<file path="src/rtl/rblk_pkg.sv">
package rblk_pkg;

    typedef enum logic [1:0] {
        CFG_IDLE   = 2'd0,
        CFG_LOAD   = 2'd1,
        CFG_WAITEN = 2'd2,
        CFG_ACTIVE = 2'd3
    } cfg_state_e;

    typedef enum logic [1:0] {
        APP_WAIT = 2'd0,
        APP_RUN  = 2'd1,
        APP_DONE = 2'd2
    } app_state_e;

    typedef struct packed {
        cfg_state_e state;
        logic       load_req;
        logic       present;
        logic       ready;
    } cfg_regs_t;

    typedef struct packed {
        app_state_e state;
        logic       core_start;
        logic       core_ack;
        logic       exec_done;
    } app_regs_t;

endpackage

</file>
<file path="src/rtl/rblk_cfg_seq.sv">
module rblk_cfg_seq
    import rblk_pkg::*;
(
    input  logic clk,
    input  logic rst_n,
    input  logic load_start,
    input  logic load_ack,
    input  logic enable,
    output logic load_req,
    output logic present,
    output logic ready
);

    cfg_regs_t r_d, r_q;

    always_comb begin
        r_d = r_q;
        unique case (r_q.state)
            CFG_IDLE: begin
                if (load_start) begin
                    r_d.state    = CFG_LOAD;
                    r_d.load_req = 1'b1;
                end
            end
            CFG_LOAD: begin
                if (load_ack) begin
                    r_d.state    = CFG_WAITEN;
                    r_d.load_req = 1'b0;
                    r_d.present  = 1'b1;
                end
            end
            CFG_WAITEN: begin
                if (enable) begin
                    r_d.state = CFG_ACTIVE;
                    r_d.ready = 1'b1;
                end
            end
            CFG_ACTIVE: begin
                if (!enable) begin
                    r_d.state    = CFG_IDLE;
                    r_d.load_req = 1'b0;
                    r_d.present  = 1'b0;
                    r_d.ready    = 1'b0;
                end
            end
            default: begin
                r_d = '0;
            end
        endcase
    end

    always_ff @(posedge clk or negedge rst_n) begin
        if (!rst_n) begin
            r_q <= '0;
        end else begin
            r_q <= r_d;
        end
    end

    assign load_req = r_q.load_req;
    assign present  = r_q.present;
    assign ready    = r_q.ready;

endmodule

</file>
<file path="src/rtl/rblk_app_seq.sv">
module rblk_app_seq
    import rblk_pkg::*;
(
    input  logic clk,
    input  logic rst_n,
    input  logic enable,
    input  logic blk_ready,
    input  logic data_rdy,
    input  logic core_done,
    input  logic data_ack,
    output logic core_start,
    output logic core_ack,
    output logic exec_done
);

    app_regs_t r_d, r_q;

    always_comb begin
        r_d            = r_q;
        r_d.core_start = 1'b0;
        r_d.core_ack   = 1'b0;
        if (!enable || !blk_ready) begin
            r_d = '0;
        end else begin
            unique case (r_q.state)
                APP_WAIT: begin
                    if (data_rdy) begin
                        r_d.state      = APP_RUN;
                        r_d.core_start = 1'b1;
                    end
                end
                APP_RUN: begin
                    if (core_done) begin
                        r_d.state     = APP_DONE;
                        r_d.core_ack  = 1'b1;
                        r_d.exec_done = 1'b1;
                    end
                end
                APP_DONE: begin
                    if (data_ack) begin
                        r_d.state     = APP_WAIT;
                        r_d.exec_done = 1'b0;
                    end
                end
                default: begin
                    r_d = '0;
                end
            endcase
        end
    end

    always_ff @(posedge clk or negedge rst_n) begin
        if (!rst_n) begin
            r_q <= '0;
        end else begin
            r_q <= r_d;
        end
    end

    assign core_start = r_q.core_start;
    assign core_ack   = r_q.core_ack;
    assign exec_done  = r_q.exec_done;

endmodule

</file>
<file path="src/rtl/rblk_shell.sv">
module rblk_shell (
    input  logic clk,
    input  logic rst_n,
    input  logic load_start,
    output logic load_req,
    input  logic load_ack,
    output logic present,
    input  logic enable,
    output logic ready,
    input  logic data_rdy,
    output logic exec_done,
    input  logic data_ack,
    output logic core_start,
    input  logic core_done,
    output logic core_ack
);

    logic blk_ready;

    rblk_cfg_seq u_cfg (
        .clk        (clk),
        .rst_n      (rst_n),
        .load_start (load_start),
        .load_ack   (load_ack),
        .enable     (enable),
        .load_req   (load_req),
        .present    (present),
        .ready      (blk_ready)
    );

    rblk_app_seq u_app (
        .clk        (clk),
        .rst_n      (rst_n),
        .enable     (enable),
        .blk_ready  (blk_ready),
        .data_rdy   (data_rdy),
        .core_done  (core_done),
        .data_ack   (data_ack),
        .core_start (core_start),
        .core_ack   (core_ack),
        .exec_done  (exec_done)
    );

    assign ready = blk_ready;

endmodule

</file>
<file path="config.mk">
export PLATFORM = sky130hd
export DESIGN_NAME = rblk_shell
export DESIGN_NICKNAME = d
export VERILOG_FILES = /design/src/rtl/rblk_pkg.sv /design/src/rtl/rblk_cfg_seq.sv /design/src/rtl/rblk_app_seq.sv /design/src/rtl/rblk_shell.sv
export SDC_FILE = /design/constraint.sdc
export NUM_CORES = 1
export LEC_CHECK = 0
export ABC_CLOCK_PERIOD_IN_PS = 2029
export BUFFER_PORTS_ARGS = -buffer_cell sky130_fd_sc_hd__buf_2
export CORE_MARGIN = 5
export CORE_UTILIZATION = 24
export DETAILED_ROUTE_END_ITERATION = 10
export PLACE_DENSITY = 0.52
export SYNTH_ARGS = -nofsm -noshare
export SYNTH_HDL_FRONTEND = slang
export SYNTH_SLANG_ARGS = --single-unit
</file>
<file path="constraint.sdc">
create_clock -name clk -period 2.03 [get_ports clk]
set_input_delay 0.203 -clock clk [delete_from_list [all_inputs] [get_ports clk]]
set_output_delay 0.203 -clock clk [all_outputs]
set_load 0.03 [all_outputs]
</file>
-- Word-level counts from Yosys, hierarchy flattened
Cells that the tools add are included.
- mux-type cells: 19
- equality and inequality tests: 13
- reductions and logical operators: 14
- operators by type and width (cell ; count):
    3-bit AND reduction ; 4
    5-bit 2-to-1 mux ; 2
    3-bit by 2-bit != test with 1-bit output (second input constant) ; 3
    2-bit 2-to-1 mux ; 4
    2-bit != test (second input constant) ; 4
    2-bit one-hot mux with 4 select lines ; 1
    4-bit AND reduction ; 2
    2-bit equality test (second input constant) ; 3
    3-bit 2-to-1 mux ; 2
    1-bit one-hot mux with 3 select lines ; 2
    2-bit one-hot mux with 3 select lines ; 1
    2-bit by 1-bit equality test with 1-bit output (second input constant) ; 2
    2-bit logical NOT ; 2
    1-bit 2-to-1 mux ; 4
    4-bit 2-to-1 mux ; 1
    1-bit one-hot mux with 2 select lines ; 2
    2-bit nonzero test ; 2
    3-bit nonzero test ; 1
    1-bit logical NOT ; 2
    2-bit by 1-bit != test with 1-bit output (second input constant) ; 1
    1-bit logical OR ; 1
- register bits: 10
- output and inout bits: 6
- word-level logic and storage cells: 54
- input bits: 8

-- Logic depth before layout (Yosys ltp)
Gate-level depths: netlist of run 1.
- word-level depth: 4
- mapped depth: 5
- mapped depth without buffers: 5

-- Modules after synthesis
From an unflattened synthesis of run 1, not the netlist that was laid out.
- cells, all modules: 52
- area total of the unflattened synthesis: 561.8 um^2
- by module, submodules not included (module ; cells each ; instances ; area an instance (um^2)):
    rblk_cfg_seq ; 33 ; 1 ; 341.6
    rblk_app_seq ; 19 ; 1 ; 220.2

-- Worst setup path after synthesis of run 1
Ideal clock, no wire load.
- kind: register -> register
- from: register u_cfg.r_q[3] in the netlist's numbering
- to: register u_cfg.r_q[4] in the netlist's numbering
- arrival: 1.242 ns
- buffers on the path: 0
- required time: 1.905 ns
- path slack: 0.663 ns
- setup time: 0.125 ns
- stages on the path, launching flop included: 6
- clock period less this slack: 1.367 ns
- cells stage by stage: dfrtp_1 > inv_1 > ha_1 > inv_1 > o2111ai_2 > mux2_4
- longest elaborated chain between the ends: 3
- elaborated cells between the ends (all ways): 10
- those cells by class: eq/ne (7); mux (1); reduce/logical (2)
- RTL lines (element ; RTL line ; RTL):
    from (decl) ; rblk_cfg_seq.sv:14 ; cfg_regs_t r_d, r_q;
    from (signal assigned) ; rblk_cfg_seq.sv:56 ; r_q <= r_d;
    2-bit by 1-bit equality test with 1-bit output, or another cell as far along ; rblk_cfg_seq.sv:18 ; unique case (r_q.state)
    2-bit != test (no source line) ; -- ;
    4-bit AND reduction (no source line) ; -- ;
Several ways; a longest one is shown, not always the timed one.
A chain may end at the register's enable or synchronous reset.

-- Worst setup path in the final report of run 1
Same ends and word-level chain as after synthesis.

==> results.ini, run 1 <==
[cells_and_area]
n_antenna_cell=0
area_delta_synth_final_pct=27.5
finalCoreUtilization=0.313
fillCellCount=232
nNetsFinal=82
drive_gt1_frac=0.338
design_area_um2=679

[timing]
fmax_mhz=687
setup_tns_ns=0
timing.final.crit_share=0.717
setup_viol=0
skew_ns=0.00169
rsz0062_at_grt=false
period_needed_ns=1.46
tightest_slew_ns=0.244
hold_violations=0
relSlewSlack=0.835
drv_slew=0

[setup_path]
cp.arrival_ns=1.61
cp.required_ns=2.18
r2r-end=u_cfg.r_q[4]
critPathLaunchType=flip-flop
critPathMaxFanout=4
timing.rr.start=u_cfg.r_q[3]
r2r_cells=5
critical_path_class=flip-flop to flip-flop
endpoint_kind=flip-flop
reg2reg_slack_ns=0.57

[clocking]
root_buffer=clkbuf_4
path_clk_slew_ns=0.07
htree_levels=1
clk_path_buf_depth=2
clkLatencyLatePin_ns=0.26
numCtsBuffers=3
cts_tree=done
clkSinkCount=10

[floorplanning]
die_w_um=57.1
dieHeight_um=57.1
initial_core_util=0.246
coreArea_um2=2170
row_count=17
pin_count=14
die_area_um2=3260

[drt]
drc_errors=0
post_drt_wl_per_cell_um=10.6
ant_nets=0
vias=412
routed_wirelength_mm=1.02
via_per_inst=4.29
first_pass_iters=4
drtIter0Drc=3

[synthesis]
synth.distinct_cells=21
avgSynthCellArea_um2=10.7
seq_area_frac_synth=0.469
synth_nets=63
synth_warnings=0
synthesis.area_um2=533
ys_seq_elements=10
synth_cells=50

[grt]
grt_antenna_before_repair=0
grt_max_degree=11
grt_pass1_vias=413
grt_pass1_wl_mm=1.73
grt_overflow_total=0
grt_util_all_layers=0.0675

[power_and_ir_drop]
power.total_w=0.00100
peakVddDrop_v=0.000475
power.density_nw_per_um2=1470
p_leak_nw=0.340

[job]
drv_cap=0

[min_path]
hold_path_class=primary input to flip-flop
min_from=data_ack
holdPathStages=4
min_to=u_app.r_q[4]

[place]
placed_cell_area_um2=633
place_hpwl_um=802
port_buffers=13
gp_congestion=0.792

[status]
status=complete, no violations

-- flip-flops by register name, summed over array words and instances, names as in the netlist --
signal / cells
u_cfg.load_req: 1
u_cfg.present: 1
u_app.exec_done: 1
u_app.r_q: 2
u_app.core_start: 1
u_app.core_ack: 1
u_cfg.ready: 1
u_cfg.r_q: 2
-- routing by layer --
layer / global-route usage / vias to the layer above / share of wire / wire [um]
met1: 0.0905 / 188 / 0.47 / 482
met4: 0.0497 / 0 / 0.012 / 12
met5: 0 / - / 0 / 0
li1: - / 211 / - / -
met3: 0.0136 / 2 / 0.059 / 60
met2: 0.0946 / 11 / 0.45 / 461
-- per-stage QoR --
step                      hold slack [ns]  setup slack (ns)  cells
after floorplan                   -0.0926             0.663     50
after global placement             0.0777             0.628     91
after detailed placement           0.0751             0.568     91
after CTS                           0.200             0.560     96
after global routing                0.226             0.497     96
final                               0.203             0.574     96
-- timing repair --
item	CTS	global route
endpoints found under the hold margin	10	0
setup buffers	0	0
hold buffers	1	0
resized for setup	0	0
setup endpoints to repair	0	0
-- cells by family (layout without fill, tap and decap cells) --
logic type / count (synthesis) / count (layout) / share of synthesized area
flip-flops: 10 / 10 / 0.469
buffers and inverters: 5 / 23 / 0.0352
AO/OA/AOI/OAI: 13 / 13 / 0.169
multiplexers: 2 / 2 / 0.0469
AND/OR/NAND/NOR: 15 / 15 / 0.162
adder cells (fa/ha/maj): 5 / 5 / 0.117
-- final cells by class --
class / count / area [um^2] / area share
multi-input combinational: 35 / 264 / 0.389
sequential: 10 / 250 / 0.368
timing repair buffer: 14 / 75.1 / 0.110
clock buffer: 4 / 36.3 / 0.0534
tap: 28 / 35.0 / 0.0516
inverter: 5 / 18.8 / 0.0276
-- power breakdown --
group / leakage [nW] / internal, W / switching (W) / total, W
combinational: 0.196 / 0.000227 / 0.000268 / 0.000495
sequential: 0.123 / 0.000268 / 0.0000579 / 0.000326
clock: 0.0210 / 0.000109 / 0.0000707 / 0.000180
-- synthesized netlist by cell type --
master	instances	share of area
nor3_1	3	0.028
a21bo_2	1	0.019
nand3_1	1	0.0094
nand2_2	1	0.012
nand2b_4	1	0.026
a22oi_1	1	0.014
o21ai_0	5	0.047
nor4b_1	1	0.016
or2_1	1	0.012
nand2b_1	1	0.012
mux2_4	1	0.028
a2bb2oi_1	2	0.033
o2111ai_2	1	0.028
nand2_1	3	0.021
inv_1	5	0.035
dfrtp_1	10	0.47
or2_2	1	0.012
a21oi_1	3	0.028
nor2_1	2	0.014
ha_1	5	0.12
mux2i_1	1	0.019
-- worst max-delay path, stage by stage, from the launching register on --
cell	delay, ns
dfrtp_1	0.40
inv_1	0.13
ha_1	0.21
inv_1	0.06
o2111ai_2	0.22
mux2_4	0.32
-- cells in the final DEF (no fill, tap or decap), types with 2 or more instances in the layout --
master	netlist	final
a2bb2oi_1	2	2
buf_2	0	13
a21oi_1	3	3
ha_1	5	5
inv_1	5	5
dfrtp_1	10	10
clkbuf_4	0	3
nand2_1	3	3
nor2_1	2	2
nor3_1	3	3
o21ai_0	5	5
-- worst max-delay path by stage --
| stage | startpoint | slack [ns] | end | depth (start not counted) |
|---|---|---|---|---|
| 2_1_floorplan | u_cfg.r_q[3] | 0.66 | u_cfg.r_q[4] | 5 |
| 3_3_place_gp | u_cfg.r_q[3] | 0.63 | u_cfg.r_q[4] | 5 |
| 3_5_place_dp | u_cfg.r_q[3] | 0.57 | u_cfg.r_q[4] | 5 |
| 4_1_cts | u_cfg.r_q[3] | 0.56 | u_cfg.r_q[4] | 5 |
| 5_1_grt | u_cfg.r_q[3] | 0.50 | u_cfg.r_q[4] | 5 |
| 6_report | u_cfg.r_q[3] | 0.57 | u_cfg.r_q[4] | 5 |
Note: power is estimated with default switching activity, not from simulation.
==> run 2: changes to the inputs <==
Settings changed: ABC_CLOCK_PERIOD_IN_PS 2029 to 1450.
Clock period 2.03 ns to 1.45 ns, I/O delays scaled along.
==> results.ini, run 2 (synthesis gave the netlist of run 1 again) <==
[status]
status=complete, no violations

[drt]
drtIter0Drc=7
via_per_inst=4.28
ant_nets=0
first_pass_iters=4
drc_errors=0
post_drt_wl_per_cell_um=10.4
vias=419
routed_wirelength_mm=1.02

[setup_path]
timing.rr.start=u_cfg.r_q[4]
cp.arrival_ns=1.53
crit_path_cell_trace=inv_1, ha_1, nand2b_4, o2111ai_2, mux2_4
endpoint_kind=flip-flop
critPathLaunchType=flip-flop
slowest_delay_ns=0.41
critPathMaxFanout=5
crit_path_start=u_cfg.r_q[4]
slowest_stage=dfrtp_1
critical_path_class=flip-flop to flip-flop
cp.required_ns=1.60

[floorplanning]
coreArea_um2=2170
initial_core_util=0.246
row_count=17
die_area_um2=3260
pin_count=14
die_w_um=57.1
dieHeight_um=57.1

[clocking]
root_buffer=clkbuf_4
clk_path_buf_depth=2
clkLatencyLatePin_ns=0.26
cts_tree=done
numCtsBuffers=3
htree_levels=1
path_clk_slew_ns=0.07
clkSinkCount=10

[place]
preCtsSetupSlack_ns=0.0204
placed_cell_area_um2=641
place_hpwl_um=806
port_buffers=13
gp_congestion=0.803

[min_path]
hold_path_class=primary input to flip-flop
min_from=data_ack

[cells_and_area]
n_antenna_cell=0
finalCoreUtilization=0.320
design_area_um2=694
final_common_cell=buf_2
fillCellCount=241
top_regs=u_app.r_q (2), u_cfg.r_q (2)
nNetsFinal=84
drive_gt1_frac=0.371
final_cell_mix=buf_2 (13), dfrtp_1 (10), o21ai_0 (5), ha_1 (5), inv_1 (4)
area_delta_synth_final_pct=30.3

[timing]
setup_tns_ns=0
skew_ns=0.00182
holdWs_ns=0.152
relSlewSlack=0.851
hold_violations=0
setup_slack_ns=0.0675
setup_viol=0
drv_slew=0
fmax_mhz=723
period_needed_ns=1.38
tightest_slew_ns=0.221
rsz0062_at_grt=false
timing.final.crit_share=0.953

[grt]
grt_antenna_before_repair=0
grt_util_all_layers=0.0660
grt_max_degree=11
grt_pass1_wl_mm=1.69
grt_overflow_total=0
grt_pass1_vias=372

[power_and_ir_drop]
power.density_nw_per_um2=2080
p_leak_nw=0.349
peakVddDrop_v=0.000682

[job]
drv_cap=0

==> run 2: cell types whose count changed in the layout (fill, tap and decap cells not counted), sizes merged <==
| cell | delta |
|---|---|
| buf | +2 |
==> run 2: through the flow <==
step / power [W] / instances
2_1_floorplan: 0.000998 / 50
5_1_grt: 0.00157 / 98
4_1_cts: 0.00144 / 97
6_report: 0.00144 / 98
3_5_place_dp: 0.00118 / 92
3_3_place_gp: 0.00117 / 92
==> run 2: power breakdown <==
part / internal, W / switching (W) / total [W]
Sequential: 0.000376 / 0.0000815 / 0.000457
Clock: 0.000152 / 0.0000957 / 0.000248
Combinational: 0.000350 / 0.000388 / 0.000738
Total: 0.000878 / 0.000565 / 0.00144
==> run 2: routing by layer <==
metal / up-vias / wire, um / global-route usage
li1: 219 / - / -
met1: 189 / 527 / 0.0999
met2: 11 / 430 / 0.0816
met3: 0 / 62 / 0.0158
met4: 0 / 0 / 0.0397
met5: - / 0 / 0
==> run 2: final timing paths <==
kind	slack, ns	to	depth (start not counted)
max in group asynchronous	0.99	u_app.r_q[4]	2
worst min register to register	0.51	u_app.core_start	1
min in group asynchronous	0.27	u_app.core_start	2
worst max register to register	0.07	u_cfg.r_q[4]	5
worst min-delay path	0.15	u_app.r_q[4]	4
worst max-delay path	0.07	u_cfg.r_q[4]	5
==> run 2: repair_timing <==
action                     CTS  global route
hold endpoints to repair    10             0
hold buffers                 1             0
setup buffers                0             1
setup endpoints to repair    0             1
resized for setup            0             1
==> run 2: layout make-up <==
cell class / instances / area, um^2 / area share
clock buffer: 4 / 36.3 / 0.0523
inverter: 5 / 18.8 / 0.0270
multi-input combinational: 35 / 264 / 0.380
sequential: 10 / 250 / 0.360
tap: 28 / 35.0 / 0.0505
timing repair buffer: 16 / 90.1 / 0.130
==> run 2: critical path: cells and delay by family, from the launching register on <==
family	cells	cell delay, ns
DFF	1	0.41
muxes	1	0.32
adders and majority gates	1	0.22
AOI/OAI and AO/OA	1	0.15
and+or+nand+nor	1	0.09
buffers and inverters	1	0.08
==> run 3: changes to the inputs <==
Settings changed: CORE_AREA from default to 5 5 42 44, CORE_MARGIN 5 to default, CORE_UTILIZATION 24 to default, CTS_CLUSTER_SIZE from default to 16, DIE_AREA from default to 0 0 47 49, PLACE_DENSITY 0.52 to 0.72.
==> results.ini, run 3 (synthesis gave the netlist of run 1 again) <==
[grt]
grt_pass1_wl_mm=1.75
grt_pass1_vias=399
grt_max_degree=11
grt_antenna_before_repair=0
grt_util_all_layers=0.107
grt_overflow_total=0

[drt]
first_pass_iters=4
vias=448
ant_nets=0
post_drt_wl_per_cell_um=12.2
drtIter0Drc=7
via_per_inst=5.27
routed_wirelength_mm=1.04
drc_errors=0

[timing]
holdWs_ns=0.150
tightest_slew_ns=0.229
hold_violations=0
setup_viol=0
setup_tns_ns=0
drv_slew=0
relSlewSlack=0.845
fmax_mhz=728
timing.final.crit_share=0.947
skew_ns=0.00302
period_needed_ns=1.37

[cells_and_area]
n_antenna_cell=0
ff_latch_area_um2=251
top_regs=u_app.r_q (2), u_cfg.r_q (2)
nNetsFinal=84
drive_gt1_frac=0.406
final_cell_count_no_fill=85
final_common_cell=buf_2
final_cell_mix=buf_2 (13), dfrtp_1 (9), o21ai_0 (5)
multiInputGateArea_um2=279
area_delta_synth_final_pct=27.9
fillCellCount=134
design_area_um2=682

[place]
port_buffers=13
gp_congestion=0.771
placed_cell_area_um2=618
dp_cells=79
place_hpwl_um=775

[floorplanning]
die_w_um=47
initial_core_util=0.380
row_count=14
dieHeight_um=49
pin_count=14
coreArea_um2=1400
die_area_um2=2300

[setup_path]
cp.required_ns=1.60
critical_path_class=flip-flop to flip-flop
critPathLaunchType=flip-flop
endpoint_kind=flip-flop
cp.arrival_ns=1.52
critPathMaxFanout=4

[clocking]
clkLatencyLatePin_ns=0.26
htree_levels=1
path_clk_slew_ns=0.06
root_buffer=clkbuf_4
clk_path_buf_depth=2
clkSinkCount=10
cts_tree=done
numCtsBuffers=3

[power_and_ir_drop]
power.density_nw_per_um2=2090
power.total_w=0.00142
p_leak_nw=0.339
peakVddDrop_v=0.00119

[min_path]
hold_path_class=primary input to flip-flop

[job]
drv_cap=0

[status]
status=complete, no violations

==> run 3: cell types whose count changed in the layout (fill, tap and decap cells not counted), sizes merged <==
cell    delta
clkbuf     -1
==> run 3: power by group <==
part	internal [W]	switching, W	total, W
combinational	0.000367	0.000411	0.000778
sequential	0.000379	0.0000837	0.000463
clock	0.0000957	0.0000890	0.000185
==> run 3: layout make-up <==
class / count / share of cell area
Clock buffer: 3 / 0.0330
Inverter: 5 / 0.0275
Multi-Input combinational cell: 35 / 0.409
Timing Repair Buffer: 16 / 0.132
Sequential cell: 10 / 0.369
Tap cell: 16 / 0.0294
==> run 3: final timing paths <==
check	from	to	slack (ns)	cells past startpoint
setup / recovery	u_cfg.r_q[3]	u_cfg.r_q[4]	0.08	5
hold / removal	data_rdy	u_app.core_start	0.15	2
setup reg to reg	u_cfg.r_q[3]	u_cfg.r_q[4]	0.08	5
hold reg to reg	u_app.r_q[3]	u_app.core_start	0.52	1
max in group asynchronous	rst_n	u_cfg.r_q[4]	0.98	2
min in group asynchronous	rst_n	u_app.r_q[3]	0.27	2
==> run 3: through the flow <==
step / setup slack [ns] / utilization
after floorplan: 0.0828 / -
after detailed placement: 0.0119 / 0.441
after CTS: 0.00953 / 0.466
final: 0.0765 / 0.487
after global routing: -0.00190 / 0.487
after global placement: 0.0535 / 0.441
==> run 3: routing by layer <==
metal | up-vias | GRT usage | share of wire
met2 | 8 | 0.140 | 0.49
li1 | 216 | - | -
met1 | 219 | 0.145 | 0.43
met5 | - | 0 | 0
met4 | 0 | 0.0691 | 0.031
met3 | 5 | 0.0332 | 0.051
==> run 3: critical path: stages, from the launching register on <==
cell	delay, ns
dfrtp_1	0.38
inv_2	0.09
ha_1	0.24
nand2b_4	0.09
o2111ai_2	0.14
mux2_4	0.32
==> run 3: what timing repair did <==
| action | 4_1_cts | 5_1_grt |
|---|---|---|
| resized for setup | 1 | 4 |
| hold buffers | 1 | 0 |
| pin swaps | 0 | 1 |
| hold endpoints to repair | 10 | 0 |
| buffers inserted | 0 | 2 |
| cloned | 0 | 0 |
| endpoints found under the setup margin | 1 | 1 |
